File: config.mk
export PLATFORM = sky130hd
export DESIGN_NAME = cbus_router
export DESIGN_NICKNAME = d
export VERILOG_FILES = /design/src/rtl/cbus_pkg.sv /design/src/rtl/cbus_ctrl.sv /design/src/rtl/cbus_dpath.sv /design/src/rtl/cbus_router.sv
export SDC_FILE = /design/constraint.sdc
export NUM_CORES = 1
export LEC_CHECK = 0
export ABC_AREA = 1
export BUFFER_PORTS_ARGS = -buffer_cell sky130_fd_sc_hd__buf_2
export CORE_ASPECT_RATIO = 1.5
export CORE_MARGIN = 2
export CORE_UTILIZATION = 34
export DETAILED_ROUTE_END_ITERATION = 8
export GPL_TIMING_DRIVEN = 0
export PLACE_DENSITY_LB_ADDON = 0.3
export RECOVER_POWER = 25
export SLEW_MARGIN = 30
export SYNTH_ARGS = -nofsm -noshare
export SYNTH_HDL_FRONTEND = slang
export SYNTH_HIERARCHICAL = 1
export SYNTH_SLANG_ARGS = --single-unit
File: constraint.sdc
create_clock -name clk -period 2.6 [get_ports clk]
set_input_delay 0.52 -clock clk [delete_from_list [all_inputs] [get_ports clk]]
set_output_delay 0.52 -clock clk [all_outputs]
set_load 0.01 [all_outputs]
File: src/rtl/cbus_pkg.sv
package cbus_pkg;
  typedef struct packed {
    logic fwdReq;      // a cache-side request is forwarded this cycle
    logic snpUp;       // that request is snooped to the other ports
    logic snpDn;       // memory-side snoop is broadcast this cycle
    logic rspDeliver;  // memory response goes to a cache-side port
    logic rspDrop;     // memory response is consumed due to inhibit
  } cbusStrobe_t;
endpackage

File: src/rtl/cbus_ctrl.sv
module cbus_ctrl
  import cbus_pkg::*;
#(
  parameter int N = 3,
  parameter int BUSY_CYCLES = 3,
  localparam int TW = $clog2(N + 1),
  localparam int IW = $clog2(N),
  localparam int CW = $clog2(BUSY_CYCLES + 1)
) (
  input  logic          clk,
  input  logic          rst_n,
  input  logic [N-1:0]  upReqValid,
  input  logic [N-1:0]  upReqCacheable,
  input  logic          dnRspValid,
  input  logic [TW-1:0] dnRspSrc,
  input  logic          dnSnpValid,
  input  logic [N-1:0]  snpRouteUp,
  input  logic [N-1:0]  snpRouteInhibit,
  input  logic          snpToDn,
  output cbusStrobe_t   strobe,
  output logic [IW-1:0] grantIdx,
  output logic [N-1:0]  upReqReady,
  output logic          dnRspReady,
  output logic          dnSnpReady
);
  logic [CW-1:0] busyCnt;
  logic [IW-1:0] rrPtr;
  logic [N-1:0]  inhibitPend;
  logic          busy, anyReq, reqWindow, rspAcc, rspSrcOk, trigger;

  assign busy       = (busyCnt != '0);
  assign dnSnpReady = !busy;
  assign dnRspReady = !busy;
  assign reqWindow  = !busy && !dnSnpValid;

  always_comb begin
    int c;
    grantIdx = '0;
    anyReq   = 1'b0;
    for (int k = 1; k <= N; k++) begin
      c = int'(rrPtr) + k;
      if (c >= N) c = c - N;
      if (!anyReq && upReqValid[c]) begin
        anyReq   = 1'b1;
        grantIdx = IW'(c);
      end
    end
  end

  assign rspSrcOk = (int'(dnRspSrc) < N);
  assign rspAcc   = dnRspValid && !busy && rspSrcOk;

  always_comb begin
    strobe            = '0;
    strobe.fwdReq     = reqWindow && anyReq;
    strobe.snpUp      = strobe.fwdReq && upReqCacheable[grantIdx] && (N > 1);
    strobe.snpDn      = dnSnpValid && !busy;
    strobe.rspDrop    = rspAcc && inhibitPend[IW'(dnRspSrc)];
    strobe.rspDeliver = rspAcc && !inhibitPend[IW'(dnRspSrc)];
  end

  always_comb begin
    upReqReady = '0;
    if (strobe.fwdReq) upReqReady[grantIdx] = 1'b1;
  end

  assign trigger = strobe.snpUp || strobe.snpDn || strobe.rspDeliver ||
                   (|snpRouteUp) || snpToDn;

  always_ff @(posedge clk or negedge rst_n) begin
    if (!rst_n) begin
      busyCnt <= '0;
      rrPtr   <= IW'(N - 1);
    end else begin
      if (trigger)   busyCnt <= CW'(BUSY_CYCLES);
      else if (busy) busyCnt <= busyCnt - 1'b1;
      if (strobe.fwdReq) rrPtr <= grantIdx;
    end
  end

  for (genvar d = 0; d < N; d++) begin : g_inh
    always_ff @(posedge clk or negedge rst_n) begin
      if (!rst_n) inhibitPend[d] <= 1'b0;
      else if (snpRouteUp[d] && snpRouteInhibit[d]) inhibitPend[d] <= 1'b1;
      else if (strobe.rspDrop && dnRspSrc == TW'(d)) inhibitPend[d] <= 1'b0;
    end
  end
endmodule

File: src/rtl/cbus_dpath.sv
module cbus_dpath
  import cbus_pkg::*;
#(
  parameter int N = 3,
  parameter int AW = 16,
  parameter int DW = 16,
  localparam int TW = $clog2(N + 1),
  localparam int IW = $clog2(N)
) (
  input  cbusStrobe_t     strobe,
  input  logic [IW-1:0]   grantIdx,
  input  logic [N*AW-1:0] upReqAddr,
  input  logic [N-1:0]    upReqWrite,
  input  logic [TW-1:0]   dnRspSrc,
  input  logic [DW-1:0]   dnRspData,
  input  logic [AW-1:0]   dnSnpAddr,
  input  logic [N-1:0]    upSnpRspValid,
  input  logic [N*TW-1:0] upSnpRspDest,
  input  logic [N-1:0]    upSnpRspInhibit,
  output logic            dnReqValid,
  output logic [AW-1:0]   dnReqAddr,
  output logic            dnReqWrite,
  output logic [TW-1:0]   dnReqSrc,
  output logic [N-1:0]    upRspValid,
  output logic [DW-1:0]   upRspData,
  output logic [N-1:0]    snpValid,
  output logic [AW-1:0]   snpAddr,
  output logic [TW-1:0]   snpSrc,
  output logic [N-1:0]    snpDelValid,
  output logic [N-1:0]    snpDelInhibit,
  output logic            dnSnpRspValid,
  output logic            dnSnpRspInhibit,
  output logic            dnCancelValid,
  output logic [TW-1:0]   dnCancelSrc
);
  logic [AW-1:0] grantAddr;

  assign grantAddr  = upReqAddr[grantIdx*AW +: AW];
  assign dnReqValid = strobe.fwdReq;
  assign dnReqAddr  = grantAddr;
  assign dnReqWrite = upReqWrite[grantIdx];
  assign dnReqSrc   = TW'(grantIdx);
  assign upRspData  = dnRspData;

  always_comb begin
    snpValid = '0;
    snpAddr  = '0;
    snpSrc   = '0;
    if (strobe.snpDn) begin
      snpValid = '1;
      snpAddr  = dnSnpAddr;
      snpSrc   = TW'(N);
    end else if (strobe.snpUp) begin
      snpValid = '1;
      snpValid[grantIdx] = 1'b0;
      snpAddr  = grantAddr;
      snpSrc   = TW'(grantIdx);
    end
  end

  for (genvar d = 0; d < N; d++) begin : g_rsp
    assign upRspValid[d] = strobe.rspDeliver && (dnRspSrc == TW'(d));
  end

  always_comb begin
    snpDelValid     = '0;
    snpDelInhibit   = '0;
    dnSnpRspValid   = 1'b0;
    dnSnpRspInhibit = 1'b0;
    for (int i = 0; i < N; i++) begin
      if (upSnpRspValid[i]) begin
        if (upSnpRspDest[i*TW +: TW] == TW'(N)) begin
          dnSnpRspValid   = 1'b1;
          dnSnpRspInhibit = dnSnpRspInhibit | upSnpRspInhibit[i];
        end
        for (int d = 0; d < N; d++) begin
          if (upSnpRspDest[i*TW +: TW] == TW'(d)) begin
            snpDelValid[d]   = 1'b1;
            snpDelInhibit[d] = snpDelInhibit[d] | upSnpRspInhibit[i];
          end
        end
      end
    end
  end

  always_comb begin
    dnCancelValid = 1'b0;
    dnCancelSrc   = '0;
    for (int d = N - 1; d >= 0; d--) begin
      if (snpDelValid[d] && snpDelInhibit[d]) begin
        dnCancelValid = 1'b1;
        dnCancelSrc   = TW'(d);
      end
    end
  end
endmodule

File: src/rtl/cbus_router.sv
module cbus_router
  import cbus_pkg::*;
#(
  parameter int N = 3,
  parameter int AW = 16,
  parameter int DW = 16,
  parameter int BUSY_CYCLES = 3,
  localparam int TW = $clog2(N + 1),
  localparam int IW = $clog2(N)
) (
  input  logic            clk,
  input  logic            rst_n,
  input  logic [N-1:0]    upReqValid,
  input  logic [N*AW-1:0] upReqAddr,
  input  logic [N-1:0]    upReqWrite,
  input  logic [N-1:0]    upReqCacheable,
  output logic [N-1:0]    upReqReady,
  output logic            dnReqValid,
  output logic [AW-1:0]   dnReqAddr,
  output logic            dnReqWrite,
  output logic [TW-1:0]   dnReqSrc,
  input  logic            dnRspValid,
  input  logic [TW-1:0]   dnRspSrc,
  input  logic [DW-1:0]   dnRspData,
  output logic            dnRspReady,
  output logic [N-1:0]    upRspValid,
  output logic [DW-1:0]   upRspData,
  input  logic            dnSnpValid,
  input  logic [AW-1:0]   dnSnpAddr,
  output logic            dnSnpReady,
  output logic [N-1:0]    snpValid,
  output logic [AW-1:0]   snpAddr,
  output logic [TW-1:0]   snpSrc,
  input  logic [N-1:0]    upSnpRspValid,
  input  logic [N*TW-1:0] upSnpRspDest,
  input  logic [N-1:0]    upSnpRspInhibit,
  output logic [N-1:0]    snpDelValid,
  output logic [N-1:0]    snpDelInhibit,
  output logic            dnSnpRspValid,
  output logic            dnSnpRspInhibit,
  output logic            dnCancelValid,
  output logic [TW-1:0]   dnCancelSrc
);
  cbusStrobe_t   strobe;
  logic [IW-1:0] grantIdx;

  cbus_ctrl #(.N(N), .BUSY_CYCLES(BUSY_CYCLES)) u_ctrl (
    .clk(clk), .rst_n(rst_n),
    .upReqValid(upReqValid), .upReqCacheable(upReqCacheable),
    .dnRspValid(dnRspValid), .dnRspSrc(dnRspSrc), .dnSnpValid(dnSnpValid),
    .snpRouteUp(snpDelValid), .snpRouteInhibit(snpDelInhibit),
    .snpToDn(dnSnpRspValid),
    .strobe(strobe), .grantIdx(grantIdx), .upReqReady(upReqReady),
    .dnRspReady(dnRspReady), .dnSnpReady(dnSnpReady)
  );

  cbus_dpath #(.N(N), .AW(AW), .DW(DW)) u_dpath (
    .strobe(strobe), .grantIdx(grantIdx),
    .upReqAddr(upReqAddr), .upReqWrite(upReqWrite),
    .dnRspSrc(dnRspSrc), .dnRspData(dnRspData), .dnSnpAddr(dnSnpAddr),
    .upSnpRspValid(upSnpRspValid), .upSnpRspDest(upSnpRspDest),
    .upSnpRspInhibit(upSnpRspInhibit),
    .dnReqValid(dnReqValid), .dnReqAddr(dnReqAddr), .dnReqWrite(dnReqWrite),
    .dnReqSrc(dnReqSrc), .upRspValid(upRspValid), .upRspData(upRspData),
    .snpValid(snpValid), .snpAddr(snpAddr), .snpSrc(snpSrc),
    .snpDelValid(snpDelValid), .snpDelInhibit(snpDelInhibit),
    .dnSnpRspValid(dnSnpRspValid), .dnSnpRspInhibit(dnSnpRspInhibit),
    .dnCancelValid(dnCancelValid), .dnCancelSrc(dnCancelSrc)
  );
endmodule

# After elaboration in Yosys (flattened, before gate mapping)
# Cells that the tools add are included.
[classes]
muxes = 83
add_sub_neg = 7
n_lt_le_gt_ge = 10
n_reduce_logical = 39
bitwise_logic = 9
eq_ne = 11
n_shift = 1
[op_table]
columns = ["op", "n"]
rows = [
  ["$ge 32x3->1 const B", 3],
  ["$lt 32x4->1 const B", 3],
  ["$mux 32", 3],
  ["$sub 32x3->32 const B", 3],
  ["$mux 1", 52],
  ["$shiftx 48x7->16", 1],
  ["$mux 16", 2],
  ["$mux 3", 9],
  ["$logic_and 1x1->1", 20],
  ["$mux 2", 10],
  ["$eq 2x2->1 const B", 7],
  ["$bmux 1 s2", 6],
  ["$reduce_bool 2->1", 5],
  ["$eq 2x1->1 const B", 4],
  ["$logic_not 2->1", 4],
  ["$or 1x1->1", 8],
  ["$add 2x2->3 const B", 2],
  ["$lt 2x3->1 const B", 2],
  ["$logic_not 1->1", 5],
  ["$logic_or 1x1->1", 4],
  ["$add 2x1->3 const B", 1],
  ["$not 3->3", 1],
  ["$reduce_or 3->1", 1],
  ["$demux 1 s2", 1],
  ["3 further kinds", 3],
]
[word_totals]
output_inout_bits = 76
input_bits = 107
reg_bits = 7

# Longest topological paths before layout
# Gate-level depths: netlist of run 1.
[logic_depth]
depth_word = 21
mapped_depth = 20
ltp_nobuf = 18

# Cells and area by module
# The synthesis of run 1 kept the hierarchy.
[modules_own_cells]
columns = ["mod", "instances", "cells_per_inst", "area_each_um2"]
rows = [
  ["cbus_dpath", 1, 209, 1034.7],
  ["cbus_ctrl", 1, 120, 849.6],
]

# Worst setup path before layout of run 1
# OpenSTA, ideal clock, no wires.
[synth_path]
path_kind = "reg-to-output"
from = "register u_ctrl.rrPtr[0]"
to = "output snpAddr[10]"
path_stages_with_launch = 18
setup_slack_ns = -0.317
t_arrival_ns = 2.397
path_buffers = 2
cell_sequence = "dfrtp_1 > inv_1 > ha_1 > buf_6 > nand2_2 > inv_2 > nor2_4 > nand2_2 > nand2_4 > nor2_4 > nand2_1 > nand3_1 > nor2_2 > buf_6 > nand2_1 > nand3_2 > nand2_1 > nand2_1"
[synth_via]
elab_cells_between_ends = 38
classes_between = "6 x add/sub; 3 x order compare; 1 x shift; 22 x mux; 6 x reduce/logical"
[synth_lines]
columns = ["element", "line", "source"]
rows = [
  ["start: declaration", "cbus_ctrl.sv:27", "logic [IW-1:0] rrPtr;"],
  ["start signal: assignment", "cbus_ctrl.sv:73", "rrPtr <= IW'(N - 1);"],
  ["start signal: assignment", "cbus_ctrl.sv:77", "if (strobe.fwdReq) rrPtr <= grantIdx;"],
  ["$add 2x1->3", "cbus_ctrl.sv:41", "c = int'(rrPtr) + k;"],
  ["$sub 32x3->32 / $ge 32x3->1 (equally long branches)", "cbus_ctrl.sv:42", "if (c >= N) c = c - N;"],
  ["$mux 32", "cbus_ctrl.sv:42", ""],
  ["$bmux 1 s2", "cbus_ctrl.sv:43", "if (!anyReq && upReqValid[c]) begin"],
  ["$mux 1 (not written as such) (2 in a row)", "cbus_ctrl.sv:43", ""],
  ["$mux 1", "cbus_ctrl.sv:43", ""],
  ["$logic_not 1->1", "cbus_ctrl.sv:43", ""],
  ["$logic_and 1x1->1", "cbus_ctrl.sv:43", ""],
  ["$mux 1", "cbus_ctrl.sv:43", ""],
  ["$logic_not 1->1", "cbus_ctrl.sv:43", ""],
  ["$logic_and 1x1->1", "cbus_ctrl.sv:43", ""],
  ["$mux 2 (*)", "cbus_ctrl.sv:43", ""],
  ["via grantIdx[0]", "cbus_router.sv:45", "logic [IW-1:0] grantIdx;"],
  ["$shiftx 48x7->16 (*)", "cbus_dpath.sv:38", "assign grantAddr = upReqAddr[grantIdx*AW +: AW];"],
  ["via dnReqAddr[10]", "cbus_router.sv:19", "output logic [AW-1:0] dnReqAddr,"],
  ["$mux 16 (*)", "cbus_dpath.sv:53", "end else if (strobe.snpUp) begin"],
  ["$mux 16 (*)", "cbus_dpath.sv:49", "if (strobe.snpDn) begin"],
  ["end: declaration", "cbus_router.sv:32", "output logic [AW-1:0] snpAddr,"],
]
# The timed path passes the listed nets; every way through them passes the cells marked *. The select of a mux whose other input is x is not followed.

==> results of run 1 <==
per-layer routing:
metal / vias up / track usage, % / share of wire, %
met5: - / 0 / 0
met1: 1285 / 25.2 / 38
met3: 17 / 3.54 / 6.6
met4: 0 / 8.16 / 2.6
li1: 1418 / - / -
met2: 143 / 41.2 / 53
power breakdown:
| group | total, mW | internal (mW) | leakage (nW) | switching, mW |
|---|---|---|---|---|
| clock | 0.159 | 0.107 | 0.0228 | 0.0524 |
| sequential | 0.144 | 0.127 | 0.0671 | 0.0165 |
| combinational | 3.01 | 1.41 | 2.08 | 1.60 |
| total | 3.31 | 1.64 | 2.17 | 1.67 |
sequential cells by signal (all words and copies together), names as in the netlist:
signal / flops
u_ctrl/busyCnt: 2
u_ctrl/inhibitPend: 3
u_ctrl/rrPtr: 2
worst max path at each step:
stage	endpoint	slack [ps]	startpoint
3_3_place_gp	snpAddr[1]	-500	u_ctrl/rrPtr[1]
2_1_floorplan	snpAddr[6]	-200	u_ctrl/rrPtr[1]
6_report	snpAddr[12]	-590	u_ctrl/rrPtr[1]
3_5_place_dp	snpAddr[1]	-520	u_ctrl/rrPtr[1]
4_1_cts	snpAddr[10]	-540	u_ctrl/rrPtr[1]
5_1_grt	snpAddr[6]	-750	u_ctrl/rrPtr[0]
worst max-delay path: cells and delay by family (launching register included):
| kind | cells | cell delay [ps] |
|---|---|---|
| AND/OR/NAND/NOR | 12 | 1010 |
| buffers and inverters | 7 | 640 |
| flip-flops | 1 | 530 |
| adder cells (fa/ha/maj) | 1 | 240 |
through the flow:
step                utilization (%)  setup WS [ps]  TNS, ps  instances
finish                         67.1           -592   -19390        597
detailed placement             54.0           -524   -14500        563
CTS                            63.0           -542   -18500        590
global route                   67.1           -746   -25880        597
floorplan                         -           -200    -3130        328
global placement               54.0           -502   -13710        563
cells in the final DEF (no fill, tap or decap), types with 2 or more instances in the layout:
cell,count
buf_2,128
nand2_1,98
buf_6,44
buf_4,39
nand2_2,28
nand3_1,28
inv_1,26
nand2_4,22
nand3_2,18
nor2_1,12
nand4_1,9
clkbuf_1,8
inv_2,7
nor2_4,7
o21ai_0,6
dfrtp_1,5
o21ai_1,4
ha_1,4
buf_12,4
clkbuf_8,3
o21ai_2,3
inv_4,2
nand3_4,2
area by class of cell:
type                    count  share of cell area, %
plain buffers              27                   5.83
clock buffers               4                   1.24
inverters                  37                   4.24
multi-input cells         256                   44.5
flip-flops and latches      7                   4.90
well taps                  70                   2.41
repair buffers            196                   36.9
what timing repair did:
action	CTS	global route
setup endpoints to repair	44	44
resized for setup	52	45
setup buffers	22	6
cloned	2	1
pin swaps	26	28
endpoints found under the hold margin	0	0
==> run metrics, run 1 <==
status finished, violations left; failing checks negative setup slack; largest net degree at the start of global routing 11; Mapped Area 1880 µm²; Max Cap Viol 0; Antenna Nets Post-Route 0; # clock sinks 7; # setup viols final 43; Syn Area/Cell 5.73 µm²; worst hold slack 176 ps; Design Power 3.31 mW; Worst Setup Start Kind flop; Layout fillers 464; CP max stage cell dfstp_2; RSZ-0062 raised after global routing yes; Pleak 2.17 nW; YS warnings 6; period utilization 123%; Placer Congestion 0.817; Slew @ Worst Pin 455 ps; chip width 64.7 µm; drt drc 0; Storage cell area 178 µm²; global route overflow 0; I/O Pins 183; clk_lat worst skew 230 ps; fmax 313 MHz; clock buffer count from CTS 3; worst r2r dst u_ctrl/busyCnt[1]; DRT Wirelength 7950 µm; clk_skew 0.929 ps; row cnt 33; Setup crit end kind output port; crit-path cells inv_2, buf_4, ha_1, inv_1, nand3_4, nand2_4, nand2_4, inv_4, nand2_1, nand2_1, nand2_1, nand2_1, nand3_2, nand2_4, inv_6, nor2_8, buf_8, nand2_2, nand2_2, buf_6; initial antenna violation count 0; via count 2,863; 1st-iter DRT viols 88; reg2reg path depth 15; vias per cell 4.80; Worst Slack Setup Final -592 ps; WL/cell 13.3 µm; CTS root buf clkbuf_8; critical path's largest stage delay 530 ps; Reg clk slew, reported paths 40 ps; Core ar. 5410 µm²; most used cell, CP nand2_1; Syn-to-layout area delta 92.9%; CP Data Arrival Time 2670 ps; IO Port Bufs 165; DP Area 2920 µm²; fin. max-slew vios 0; number of H-tree levels 1; Setup Crit Path Kind reg2out; diodes inserted 0; peak supply drop 0.530 mV; clk buf depth 2; ratio of cells with drive above 1 in the final layout 60.3%; Total Nets Final 640; post-route cell area 3630 µm²; die area 6150 µm²; Hold Buf Count CTS 0; die height 95.1 µm; pwr dens 913 nW/µm²; syn_nets 440; WP data required 2080 ps; Worst Hold Class in2async; final HPWL from detailed placement 5530 µm; aggregate global-route resource usage 22.2%; Mapped Cells 328; drt pass-1 iters 4; starting density of the core 34.8%; Tmin final 3190 ps; Worst R2R Start u_ctrl/rrPtr[1]; global-route wire length before repair 11,000 µm; CTS tree yes; Slew headroom 69.7%; area occupied by multi-input gates 1610 µm²; vias in the first global route 2,556; Hold Fails Final Rpt 0; flop-to-flop setup slack 390 ps; worst-path fanout max 5
No activity file was read; power rests on OpenSTA's default activity.
==> run 2, diff against run 1 <==
--- a/config.mk
+++ b/config.mk
@@ -6,14 +6,13 @@
 export NUM_CORES = 1
 export LEC_CHECK = 0
 export ABC_AREA = 1
-export BUFFER_PORTS_ARGS = -buffer_cell sky130_fd_sc_hd__buf_2
+export BUFFER_PORTS_ARGS = -buffer_cell sky130_fd_sc_hd__buf_4
 export CORE_ASPECT_RATIO = 1.5
 export CORE_MARGIN = 2
 export CORE_UTILIZATION = 34
 export DETAILED_ROUTE_END_ITERATION = 8
 export GPL_TIMING_DRIVEN = 0
 export PLACE_DENSITY_LB_ADDON = 0.3
-export RECOVER_POWER = 25
 export SLEW_MARGIN = 30
 export SYNTH_ARGS = -nofsm -noshare
 export SYNTH_HDL_FRONTEND = slang
==> run 2 against run 1 <==
The flow still finishes with violations (negative setup slack). Non-clock buffer count stayed put. Maximum frequency is 2.1% lower. First-iteration DRC count is 32% higher. Routed wire length is 0.38% higher. Clock-buffer cell count stayed put. Sequential power is 3% lower. Global-route usage is 0.12 points higher. Combinational power is 3% lower. Core utilization is 4.8 points higher. Critical path depth is 2 lower. Flip-flop and latch count stayed put. Clock power is 6% lower.
==> run metrics, run 2 (synthesized netlist as in run 1, its figures left out) <==
status finished, violations left; failing checks negative setup slack; Worst Hold Class in2async; clk_skew 2.81 ps (+1.88 ps); clk_lat worst skew 220 ps (about the same); Total Nets Final 640 (unchanged); fin. max-slew vios 0 (unchanged); initial antenna violation count 0 (unchanged); Tmin final 3260 ps (+67.0 ps); Antenna Nets Post-Route 0 (unchanged); Slew @ Worst Pin 459 ps (+4.02 ps); flop-to-flop setup slack 330 ps (-60 ps); IO Port Bufs 165 (unchanged); ratio of cells with drive above 1 in the final layout 60.9% (+0.57 points); setup TNS -22,790 ps (-3390 ps); Design Power 3.22 mW (-2.7%); WL/cell 13.4 µm (+0.38%); # setup viols final 44 (+2.3%); biggest regs u_ctrl/inhibitPend: 3 flops, u_ctrl/busyCnt: 2 flops, u_ctrl/rrPtr: 2 flops; Slew headroom 69.4% (-0.27 points); largest net degree at the start of global routing 11 (unchanged); Core ar. 5410 µm² (unchanged); vias per cell 4.84 (+0.94%); aggregate global-route resource usage 22.4% (+0.12 points); reg2reg path depth 16 (+1); die height 95.1 µm (unchanged); global route overflow 0 (unchanged); max FFs per register 3 (unchanged); vias in the first global route 2,567 (+0.43%); Layout fillers 437 (-5.8%); Worst Slack Setup Final -659 ps (-67.0 ps); diodes inserted 0 (unchanged); WP data required 2080 ps (about the same); worst-path fanout max 8 (+3); Pleak 2.21 nW (+1.9%); fmax 307 MHz (-2.1%); Hold Fails Final Rpt 0 (unchanged); clock buffer count from CTS 3 (unchanged); Placer Congestion 0.821 (+0.44%); Setup Crit Path Kind reg2out; CTS tree yes; commonest non-fill, non-tap cell in the layout buf_4; number of H-tree levels 1 (unchanged); Core Util, Final 71.9% (+4.8 points); Hold Buf Count CTS 0 (unchanged); I/O Pins 183 (unchanged); peak supply drop 0.447 mV (-16%); pwr dens 829 nW/µm² (-9.2%); final HPWL from detailed placement 5890 µm (+6.5%); Max Cap Viol 0 (unchanged); period utilization 125% (+2.6 points); die area 6150 µm² (unchanged); Setup crit end snpAddr[5]; clk buf depth 2 (unchanged); Reg clk slew, reported paths 40 ps (about the same); worst r2r dst u_ctrl/busyCnt[1]; 1st-iter DRT viols 116 (+32%); CP Data Arrival Time 2740 ps (+70 ps); DP Worst Slack -517 ps (+7.17 ps); DRT Wirelength 7980 µm (+0.38%); Worst Setup Start Kind flop; row cnt 33 (unchanged); post-route insts no fill 597 (unchanged); Setup crit end kind output port; Worst R2R Start u_ctrl/rrPtr[1]; dpl cells 563 (unchanged); Syn-to-layout area delta 107%; drt drc 0 (unchanged); chip width 64.7 µm (unchanged); via count 2,890 (+0.94%); global-route wire length before repair 11,100 µm (+0.88%); drt pass-1 iters 4 (unchanged); RSZ-0062 raised after global routing yes; crit path launch u_ctrl/rrPtr[1]; CTS root buf clkbuf_8; Reg with most FFs u_ctrl/inhibitPend; # clock sinks 7 (unchanged); most frequent cells in the layout buf_4, nand2_1, nand2_2, nand3_1, inv_1; starting density of the core 34.8% (unchanged)
run 2: cell types whose count changed in the layout (fill, tap and decap cells not counted), moves of 2 or more:
cell | previous run | this run
buf_2 | 128 | 1
buf_4 | 39 | 190
buf_6 | 44 | 25
clkbuf_1 | 8 | 3
nand2_1 | 98 | 103
nand2_4 | 22 | 15
o21ai_1 | 4 | 2
o21ai_2 | 3 | 5
run 2: through the flow:
| step | hold WS, ps | instance area, µm² |
|---|---|---|
| after floorplan | 224 | 2010 |
| after CTS | 97.5 | 3760 |
| after detailed placement | 338 | 3330 |
| final | 101 | 3890 |
| after global routing | 104 | 3890 |
| after global placement | 337 | 3330 |
run 2: power by group:
| part | internal [mW] | switching (mW) | total, mW |
|---|---|---|---|
| logic | 1.38 | 1.56 | 2.93 |
| registers | 0.127 | 0.0119 | 0.139 |
| clock network | 0.106 | 0.0444 | 0.150 |
| total | 1.61 | 1.61 | 3.22 |
run 2: worst min-delay path by stage:
| stage | endpoint | slack (ps) | cells past startpoint | startpoint |
|---|---|---|---|---|
| floorplan | u_ctrl/busyCnt[0] | 220 | 0 | rst_n |
| global placement | u_ctrl/inhibitPend[2] | 340 | 1 | rst_n |
| detailed placement | u_ctrl/inhibitPend[2] | 340 | 1 | rst_n |
| CTS | u_ctrl/inhibitPend[2] | 100 | 1 | rst_n |
| global route | u_ctrl/inhibitPend[2] | 100 | 1 | rst_n |
| finish | u_ctrl/inhibitPend[2] | 100 | 1 | rst_n |
run 2: layout make-up:
| type | count | area (µm²) | area share [%] |
|---|---|---|---|
| Buffer | 27 | 208 | 5.34 |
| Clock buffer | 4 | 45.0 | 1.16 |
| Inverter | 37 | 156 | 4.02 |
| Multi-Input combinational cell | 256 | 1600 | 41.2 |
| Sequential cell | 7 | 178 | 4.57 |
| Tap cell | 70 | 87.6 | 2.25 |
| Timing Repair Buffer | 196 | 1610 | 41.5 |
run 2: per-layer routing:
layer | global-route usage [%] | part of all wire [%] | wire length, µm
met5 | 0 | 0 | 0
met4 | 7.45 | 3.0 | 237
met3 | 2.83 | 6.6 | 530
met2 | 43.7 | 54 | 4300
met1 | 24.2 | 37 | 2920
run 2: worst max-delay path, cell delays in order, from the launching register on:
cell	delay, ps
dfstp_2	530
inv_2	50
ha_4	310
buf_12	140
nor2_4	50
nor2_4	120
nand2_2	70
nand2_4	100
nor2_4	50
nand2_1	100
nand3_4	120
buf_4	170
nor2_4	150
buf_12	140
nand2_1	80
nand3_2	90
nand2_2	70
nand2_2	70
buf_6	100
run 2: what timing repair did:
action,4_1_cts,5_1_grt
setup endpoints to repair,43,45
setup buffers,21,12
pin swaps,29,6
cloned,1,1
gates resized for setup,54,19
hold endpoints to repair,0,0
==> run 3, diff against run 2 <==
--- a/config.mk
+++ b/config.mk
@@ -9,12 +9,11 @@
 export BUFFER_PORTS_ARGS = -buffer_cell sky130_fd_sc_hd__buf_4
 export CORE_ASPECT_RATIO = 1.5
 export CORE_MARGIN = 2
-export CORE_UTILIZATION = 34
+export CORE_UTILIZATION = 35
 export DETAILED_ROUTE_END_ITERATION = 8
 export GPL_TIMING_DRIVEN = 0
 export PLACE_DENSITY_LB_ADDON = 0.3
 export SLEW_MARGIN = 30
 export SYNTH_ARGS = -nofsm -noshare
 export SYNTH_HDL_FRONTEND = slang
-export SYNTH_HIERARCHICAL = 1
 export SYNTH_SLANG_ARGS = --single-unit
==> run 3 against run 2 <==
The run still ends with negative setup slack left. Critical path depth shrank 1. Synthesized cell count grew 15%. Sequential share of layout area shrank 0.38 points. Via count grew 13%. Global-route usage grew 3.8 points. Non-clock buffer count grew 4. Clock skew shrank 2.1 ps. Clock-buffer cell count is the same. Final area grew 9.0%. Sequential power shrank 4%. Critical endpoint is now snpAddr[15].
==> run metrics, run 3 <==
status finished, violations left; failing checks negative setup slack; Synth Area in XOR/XNOR 0.431%; die height 97.3 µm (+2.4%); DRT Wirelength 9290 µm (+16%); Synth Area in Compound Gates 7.08%; Post-Synth Adder-Cell Area 3.08%; via count 3,271 (+13%); largest area contributor in the netlist nand2_1; fmax 312 MHz (+1.8%); largest family of logic cells by synthesized area simple AND/OR/NAND/NOR gates; Synth Register Bits 7; crit-path leading delay family simple AND/OR/NAND/NOR gates; chip width 66.2 µm (+2.3%); vias per cell 5.05 (+4.3%); clk buf depth 2 (unchanged); aggregate global-route resource usage 26.1% (+3.8 points); crit-path cells inv_2, ha_4, nand2_2, nand2_2, nand3_1, nand2_1, nand2_2, nand2_4, nand2_8, buf_12, buf_4, nand2_1, nand3_2, nand2_2, nand3_1, nand2_1, buf_4; clock buffer count from CTS 3 (unchanged); CTS tree yes; clock share of power 3.4% (-1.3 points); largest net degree at the start of global routing 11 (unchanged); CTS root buf clkbuf_8; crit path launch u_ctrl.rrPtr[1]; IO Port Bufs 166 (+0.61%); Worst Slack Setup Final -603 ps (+56.2 ps); critical path's largest stage delay 540 ps (about the same); most frequent cells in the layout buf_4, nand2_1, inv_1, nand3_1, nand2_2; most numerous cell in the Yosys netlist nand2_1; Pleak 2.39 nW (+8.3%); Slew @ Worst Pin 547 ps (+88.3 ps); drt pass-1 iters 4 (unchanged); switch share 50.0% (-0.12 points); share of the synthesized area in the top cell type 21.2%; Synth area leaders nand2_1, nand3_1, inv_1, dfrtp_1, buf_4; 1st-iter DRT viols 155 (+34%); Synth top cells by count nand2_1, nand3_1, inv_1; Core ar. 5700 µm² (+5.4%); clk_lat worst skew 220 ps (about the same); drt drc 0 (unchanged); ratio of cells with drive above 1 in the final layout 58.2% (-2.8 points); WP data required 2080 ps (about the same); DP Worst Slack -426 ps (+90.8 ps); Hold Buf Count CTS 0 (unchanged); Worst Hold Class in2async; number of synthesized flops with an enable pin 0; area share of and/or/nand/nor cells after synthesis 55.6%; synth unique cells 33; pwr dens 1010 nW/µm² (+22%); I/O Pins 183 (unchanged); RSZ-0062 raised after global routing yes; CP Data Arrival Time 2680 ps (-60 ps); reg2reg path depth 18 (+2); Reg power frac 3.1% (-1.2 points); Syn-to-layout area delta 109%; mux contribution to synthesized area 0%; Mapped Area 2030 µm² (+8.1%); Placer Congestion 0.829 (+0.96%); global-route wire length before repair 13,600 µm (+22%); clk_skew 0.708 ps (-2.11 ps); syn_nets 489 (+11%); starting density of the core 35.6% (+0.88 points); WL/cell 14.3 µm (+7.2%); Reg with most FFs u_ctrl.inhibitPend; period utilization 123% (-2.2 points); die area 6440 µm² (+4.7%); NetSw 2.14 mW (+33%); worst r2r dst u_ctrl.busyCnt[1]; Setup crit end kind output port; Setup Crit Path Kind reg2out; global route overflow 0 (unchanged); number of H-tree levels 1 (unchanged); post-route insts no fill 648 (+8.5%); worst-path fanout max 7 (-1); final HPWL from detailed placement 6660 µm (+13%); ys flop type dfrtp_1; Worst Path Buf+Inv 4 (-1); ys async rst share 100%; Hold Fails Final Rpt 0 (unchanged); flop-to-flop setup slack 120 ps (-210 ps); Total Nets Final 689 (+7.7%); row cnt 34 (+3.0%); diodes inserted 0 (unchanged); sequential area share after synthesis 8.68%; Tmin final 3200 ps (-56.2 ps); YS warnings 0 (-6); peak supply drop 0.651 mV (+46%); Max Cap Viol 0 (unchanged); # clock sinks 7 (unchanged); Pint 2.14 mW (+33%); Antenna Nets Post-Route 0 (unchanged); biggest regs u_ctrl.inhibitPend: 3 flops, u_ctrl.busyCnt: 2 flops, u_ctrl.rrPtr: 2 flops; most used cell, CP nand2_2; Mapped Cells 377 (+15%); dpl cells 615 (+9.2%); Worst Setup Start Kind flop; vias in the first global route 3,079 (+20%); Logic pwr share 93.4% (+2.4 points); Slew headroom 63.5% (-5.9 points); initial antenna violation count 0 (unchanged); fin. max-slew vios 0 (unchanged); max FFs per register 3 (unchanged); commonest non-fill, non-tap cell in the layout buf_4; # setup viols final 43 (-2.3%); Worst R2R Start u_ctrl.rrPtr[1]; CP max stage cell dfstp_2; Syn Area/Cell 5.39 µm² (-6.0%); Reg clk slew, reported paths 40 ps (about the same)
[run 3: through the flow]
| stage | utilization (%) | total power, mW | instance area, µm² | TNS [ps] | hold WS [ps] |
|---|---|---|---|---|---|
| 4_1_cts | 70.2 | 3.89 | 4000 | -17360 | 98.5 |
| 3_5_place_dp | 61.6 | 2.97 | 3510 | -13100 | 334 |
| 2_1_floorplan | - | 1.99 | 2170 | -642 | 224 |
| 6_report | 74.4 | 4.28 | 4240 | -19950 | 99.4 |
| 3_3_place_gp | 61.6 | 2.94 | 3510 | -11860 | 334 |
| 5_1_grt | 74.4 | 4.57 | 4240 | -24480 | 99.0 |
[run 3: layout make-up]
type	count	area [µm²]
multi-input cells	267	1700
flip-flops and latches	7	178
inverters	71	275
clock buffers	4	45.0
fillers	443	1460
well taps	72	90.1
repair buffers	196	1650
plain buffers	31	300
[run 3: worst max-delay path by stage]
stage / endpoint / slack (ps) / cells after the start
3_5_place_dp: snpValid[0] / -430 / 18
5_1_grt: snpAddr[15] / -730 / 17
4_1_cts: dnReqWrite / -490 / 17
3_3_place_gp: snpValid[0] / -410 / 19
6_report: snpAddr[15] / -600 / 17
2_1_floorplan: snpAddr[15] / -50 / 15
[run 3: layer usage]
metal  part of all wire [%]  global-route usage (%)  routed length [µm]
met2                     55                    51.2                5110
met1                     32                    24.9                2960
met4                    3.8                    9.89                 354
met5                      0                       0                   0
met3                    9.3                    5.68                 860
[run 3: cell families (layout without fill, tap and decap cells)]
| kind of cell | Yosys count | in the layout |
|---|---|---|
| adders and majority gates | 5 | 5 |
| AOI/OAI and AO/OA | 21 | 21 |
| buffers and inverters | 103 | 302 |
| xor gates and xnor gates | 1 | 1 |
| and+or+nand+nor | 240 | 240 |
| DFF | 7 | 7 |
[run 3: what timing repair did]
action,CTS,global route
hold endpoints to repair,0,0
pin swaps,17,16
gates resized for setup,52,49
gates cloned,3,0
buffers inserted,22,5
setup endpoints to repair,44,44
[run 3: worst register-to-register path: cells and delay by family (launching register included)]
kind | cells | cell delay, ps
fa+ha+maj | 1 | 330
simple gates | 12 | 970
buf+inv | 5 | 520
flops | 1 | 540
[run 3: power by group through the flow]
stage	sequential [mW]	combinational, mW	clock [mW]
3_5_place_dp	0.137	2.83	0
3_3_place_gp	0.136	2.80	0
4_1_cts	0.132	3.60	0.151
2_1_floorplan	0.133	1.85	0
6_report	0.133	4.00	0.148
5_1_grt	0.134	4.27	0.159
